===== config.mk =====
export PLATFORM = sky130hd
export DESIGN_NAME = sio_cfg_port
export DESIGN_NICKNAME = d
export VERILOG_FILES = /design/src/rtl/sio_cfg_port.sv
export SDC_FILE = /design/constraint.sdc
export NUM_CORES = 2
export LEC_CHECK = 0
export ABC_AREA = 1
export BUFFER_PORTS_ARGS = -buffer_cell sky130_fd_sc_hd__buf_2
export CAP_MARGIN = 20
export CORE_UTILIZATION = 55
export DETAILED_ROUTE_END_ITERATION = 12
export PLACE_DENSITY = 0.71
export SETUP_SLACK_MARGIN = 0.4
export SYNTH_ARGS = -nofsm -noshare
export SYNTH_HDL_FRONTEND = slang
export SYNTH_SLANG_ARGS = --single-unit

===== constraint.sdc =====
create_clock -name clk -period 3.8 [get_ports clk]
set_input_delay 0.57 -clock clk [delete_from_list [all_inputs] [get_ports clk]]
set_output_delay 0.57 -clock clk [all_outputs]
set_load 0.1 [all_outputs]

===== src/rtl/sio_cfg_port.sv =====
module sio_cfg_port #(
  parameter int IDX_W      = 8,
  parameter int DW         = 8,
  parameter int BASE_SHIFT = 2
) (
  input  logic                       clk,
  input  logic                       rst_n,
  input  logic                       port_en,
  input  logic                       acc_valid,
  input  logic                       acc_write,
  input  logic                       acc_addr,
  input  logic [DW-1:0]              wdata,
  output logic [DW-1:0]              rdata,
  output logic                       fdc_en,
  output logic                       lpt_en,
  output logic                       ser0_en,
  output logic                       ser1_en,
  output logic [DW+BASE_SHIFT-1:0]   fdc_base,
  output logic [DW+BASE_SHIFT-1:0]   lpt_base,
  output logic [DW+BASE_SHIFT-1:0]   ser0_base,
  output logic [DW+BASE_SHIFT-1:0]   ser1_base
);
  localparam int NREG   = 1 << IDX_W;
  localparam int BASE_W = DW + BASE_SHIFT;

  localparam logic [IDX_W-1:0] A_ID   = IDX_W'(8'hE0);
  localparam logic [IDX_W-1:0] A_FSEL = IDX_W'(8'hE2);
  localparam logic [IDX_W-1:0] A_FDC  = IDX_W'(8'hE3);
  localparam logic [IDX_W-1:0] A_LPT  = IDX_W'(8'hE6);
  localparam logic [IDX_W-1:0] A_SER0 = IDX_W'(8'hE7);
  localparam logic [IDX_W-1:0] A_SER1 = IDX_W'(8'hE8);

  logic [DW-1:0]    regs [NREG];
  logic [IDX_W-1:0] idx_q;
  logic             wr_idx, wr_dat;

  function automatic logic [DW-1:0] rst_val(input logic [IDX_W-1:0] a);
    case (a)
      A_ID:    rst_val = DW'(8'h3C);
      A_FSEL:  rst_val = DW'(8'h0F);
      A_FDC:   rst_val = DW'(8'hFC);
      A_LPT:   rst_val = DW'(8'hDE);
      A_SER0:  rst_val = DW'(8'hFE);
      A_SER1:  rst_val = DW'(8'hBE);
      default: rst_val = '0;
    endcase
  endfunction

  function automatic logic is_ro(input logic [IDX_W-1:0] a);
    logic [7:0] b;
    b = 8'(a);
    is_ro = (b <= 8'hDF) || (b == 8'hE4) || (b == 8'hE5) ||
            (b >= 8'hE9 && b <= 8'hED) || (b == 8'hF3) || (b == 8'hF5) ||
            (b == 8'hF7) || (b >= 8'hF9 && b <= 8'hFB) || (b >= 8'hFD);
  endfunction

  function automatic logic [DW-1:0] wmask(input logic [IDX_W-1:0] a);
    case (a)
      A_FSEL:         wmask = DW'(8'h1F);
      A_FDC:          wmask = DW'(8'hFC);
      A_SER0, A_SER1: wmask = DW'(8'hFE);
      default:        wmask = '1;
    endcase
  endfunction

  assign idx_q  = IDX_W'(regs[0]);
  assign wr_idx = acc_valid && acc_write && port_en && !acc_addr;
  assign wr_dat = acc_valid && acc_write && port_en && acc_addr && !is_ro(idx_q);

  always_ff @(posedge clk) begin
    if (!rst_n) begin
      for (int i = 0; i < NREG; i++) regs[i] <= rst_val(IDX_W'(i));
    end else if (wr_idx) begin
      regs[0] <= wdata;
    end else if (wr_dat) begin
      regs[idx_q] <= wdata & wmask(idx_q);
    end
  end

  assign rdata = !port_en       ? '1 :
                 !acc_addr      ? DW'(idx_q) :
                 (idx_q == '0)  ? '0 : regs[idx_q];

  assign lpt_en  = regs[A_FSEL][1:0] != 2'b11;
  assign ser0_en = regs[A_FSEL][2];
  assign ser1_en = regs[A_FSEL][3];
  assign fdc_en  = regs[A_FSEL][4];

  assign fdc_base  = BASE_W'(regs[A_FDC])  << BASE_SHIFT;
  assign lpt_base  = BASE_W'(regs[A_LPT])  << BASE_SHIFT;
  assign ser0_base = BASE_W'(regs[A_SER0]) << BASE_SHIFT;
  assign ser1_base = BASE_W'(regs[A_SER1]) << BASE_SHIFT;
endmodule


Word-level counts from Yosys, hierarchy flattened --
Memories as Yosys holds them, arrays and structs flattened. Index checks and enable logic that the tools add are counted. Widths: inputs -> output; s select.
Word-level totals: bits in writable memories 2048, logic and storage cells 65, flip-flop bits (word level) 0, memories 1, output and inout bits 52, input port bits 14
Cells by class: reduce and logical (&&, ||, !) cells 20, equal/unequal tests 10, multiplexer cells 26, magnitude comparators 6, bitwise logic cells 2
Memories:
- regs | depth 256, bits a word 8, read ports 7, clocked after memory_dff 0, wr ports 256, line 33 | logic [DW-1:0] regs [NREG];
Operators with widths (count):
- $mux 8 | 16
- $eq 8x8->1 const B | 9
- $ge 8x8->1 const B | 3
- $le 8x8->1 const B | 3
- $pmux 8 s3 | 1
- $mux 1 | 9
- $and 8x8->8 | 1
- $logic_not 8->1 | 1
- $logic_or 1x1->1 | 8
- $reduce_or 8->1 | 1
- $logic_and 1x1->1 | 7
- $logic_not 1->1 | 2
- $ne 2x2->1 const B | 1
- $reduce_or 2->1 | 1
- $or 1x1->1 | 1

Longest topological paths before layout --
An unclocked memory read counts as a cell.
word-level depth 18, depth in mapped cells 20, depth with buffers taken out 17

Least setup slack after synthesis --
No wires, ideal clock.
path kind register -> output, from mem regs[0][0], to out rdata[0], stages on the path, launching flop included 19, arrival 2.387 ns, data required time 3.230 ns, buffers on the path 3, slack 0.843 ns, cell sequence edfxtp_1 -> buf_4 -> inv_2 -> buf_6 -> buf_2 -> nand2_1 -> nor2_1 -> nand2_1 -> nand2_1 -> nor2_1 -> nand2_1 -> nand2_1 -> nand2_1 -> nor2_1 -> nor2_1 -> nor2_1 -> nand2_1 -> nand2_1 -> nand2_1
RTL lines:
- from (decl) | line 33
- to (decl) | line 13 | output logic [DW-1:0] rdata,

==> results.json <==
{
  "post_drt_wl_per_cell_microns": 15.68,
  "synth_edf_count": 2048,
  "cp-start-kind": "register",
  "grt_use_total_pct": 24.92,
  "clock_latency_ns": 0.82,
  "area_delta_synth_final_pct": 22.48,
  "grt_overflow": 0,
  "place_ws_ns": -0.2413,
  "gp_congestion": 0.8676,
  "port_buffers": 57,
  "final_max_slew_viol_count": 0,
  "grt_pass1_vias": 57500,
  "min_path_type": "input port to register",
  "placed_area_sq_mm": 0.09656,
  "largest_reg_flops": 2048,
  "num_rows": 144,
  "dieHeight_microns": 397.0,
  "antenna_found_initial": 2,
  "hold-worst-slack_ns": 0.1342,
  "tightest_slew_ns": 1.012,
  "start_util_pct": 55.57,
  "vias_per_cell": 4.659,
  "final_cells": 12560,
  "drtAntennaViolNets": 0,
  "coreArea_sq_mm": 0.1544,
  "synth_top_area_share_pct": 71.67,
  "clockBufferDepth": 3,
  "fin_crit_sh_pct": 115.4,
  "h-tree-depth": 4,
  "synthTopCellsByArea": "edfxtp_1, nand2_1, buf_2",
  "crit_required_ns": 3.23,
  "postSynthAreaPerCell_sq_um": 10.32,
  "fmax_ghz": 0.2281,
  "dp_hpwl_mm": 124.5,
  "fin_crit_ns": 4.384,
  "clock_sinks": 2048,
  "r2r_slack_ns": 0.43,
  "vias": 58540,
  "fin_util_pct": 68.06,
  "setup_ws_ns": -0.5842,
  "cp-end-kind": "primary output",
  "synth_ff_type": "edfxtp_1",
  "synth_warnings": 0,
  "power_mw": 52.37,
  "cts_tree": "built",
  "final_hold_viol_count": 0,
  "max_cap_viol_count": 0,
  "dp_cells": 12130,
  "drt_iter0_drc": 4936,
  "max_slew_margin_pct": 32.50,
  "failed_checks": "DRC, setup timing",
  "final_net_count": 10360,
  "root_buffer": "clkbuf_16",
  "critical_path_class": "register to primary output",
  "yosysUniqueCellTypes": 25,
  "grt_pass1_wl_mm": 304.1,
  "syn_area_sq_mm": 0.08580,
  "synth_top_cells_by_count": "nand2_1, edfxtp_1, inv_1",
  "synth-seq-cells": 2048,
  "synth_top_area_cell": "edfxtp_1",
  "drive_gt1_share_pct": 7.624,
  "nFillCells": 11490,
  "stdcell_area_sq_mm": 0.1051,
  "grt_start_max_net_pins": 120,
  "setup-violations-final": 8,
  "crit_fanout": 14,
  "status": "complete, but fails checks",
  "ir_drop_v": 0.0004766,
  "finClkSkew_ns": 0.02215,
  "largest_register": "regs",
  "numCtsBuffers": 205,
  "p_leak_nw": 48.56,
  "dieArea_sq_mm": 0.1576,
  "finalSetupTns_ns": -4.440,
  "drt_pass1_iterations": 10,
  "cp_data_arrival_time_ns": 3.81,
  "clkTransAtPathRegs_ns": 0.06,
  "p_per_area_mw_per_mm2": 498.3,
  "async_reset_ff_share_pct": 0,
  "die_x_microns": 397.0,
  "synth_seq_area_share_pct": 71.67,
  "rsz0062_at_grt": "true",
  "io_pins": 66,
  "holdBufCountCts": 0,
  "post-synth-top-count-cell": "nand2_1",
  "postSynthCellCount": 8314,
  "reg_top3": "regs (2048)",
  "drc": 1,
  "wl_mm": 197.0
}
[cells by family (layout without fill, tap and decap cells)]
family          after synthesis  in the layout  synth area share [%]
flops                      2048           2048                 71.67
buf+inv                     710            989                 3.476
other cells                   1           1928              0.004370
simple gates               5400           5400                 23.94
compound gates              155            155                0.9041
[worst paths after layout]
check	from	endpoint	depth (start not counted)
worst max register to register	regs[0][0]	regs[248][0]	14
worst max-delay path	regs[0][0]	rdata[3]	21
worst min register to register	regs[0][1]	regs[241][1]	4
worst min-delay path	wdata[5]	regs[0][5]	3
[layer usage]
metal / GRT usage, % / up-vias / part of all wire, %
li1: - / 29110 / -
met1: 32.69 / 27440 / 41
met2: 43.08 / 1671 / 50
met3: 3.154 / 326 / 6.0
met4: 8.184 / 2 / 2.7
met5: 0 / - / 0.0066
[critical path, cell delays in order (launching register included)]
cell,delay (ns)
edfxtp_1,0.46
buf_6,0.18
buf_12,0.15
buf_16,0.16
buf_16,0.16
buf_8,0.15
nand2_1,0.06
nand2_1,0.08
nand2_1,0.07
nand2_1,0.05
nand2_1,0.05
nand2_1,0.06
o21ai_2,0.19
nand2_1,0.11
nor2_2,0.12
buf_4,0.13
nor2_1,0.05
nor2_2,0.28
nand2_2,0.13
nand2_2,0.10
nand2_4,0.07
buf_12,0.17
[cell usage in the layout (no fill, tap or decap), drive strengths merged, types with 17 or more instances in the layout]
cell type / Yosys / final
edfxtp: 2048 / 2048
bufinv: 0 / 18
a21oi: 17 / 17
buf: 267 / 312
clkbuf: 171 / 249
o21ai: 138 / 138
conb: 1 / 1927
nand2: 5012 / 5012
nand3: 176 / 176
nor2: 206 / 206
inv: 268 / 277
clkinv: 4 / 117
[report_power, final]
part           leakage (nW)  switching (mW)  total (mW)  internal, mW
Combinational          25.2            3.76        5.34          1.58
Clock                  3.25            8.47        19.8          11.3
Sequential             20.1           0.461        27.2          26.8
Total                  48.6            12.7        52.4          39.7
[final cells by class]
class                           instances  area (sq um)  area share (%)
Sequential cell                      2048         61500           58.52
Multi-Input combinational cell       7482         29220           27.80
Clock buffer                          242          5375           5.114
Timing Repair Buffer                  331          4119           3.919
Tap cell                             2044          2557           2.433
Clock inverter                        141          1225           1.166
Inverter                              272          1050          0.9988
Timing Repair inverter                  3         48.80         0.04643
Antenna cell                            1         2.502        0.002381
[timing repair]
item,in CTS,in global routing
cloned,22,7
pin swaps,36,51
setup endpoints to repair,36,102
buffers inserted,17,9
gates resized for setup,201,135
Note: power is estimated with default switching activity, not from simulation.
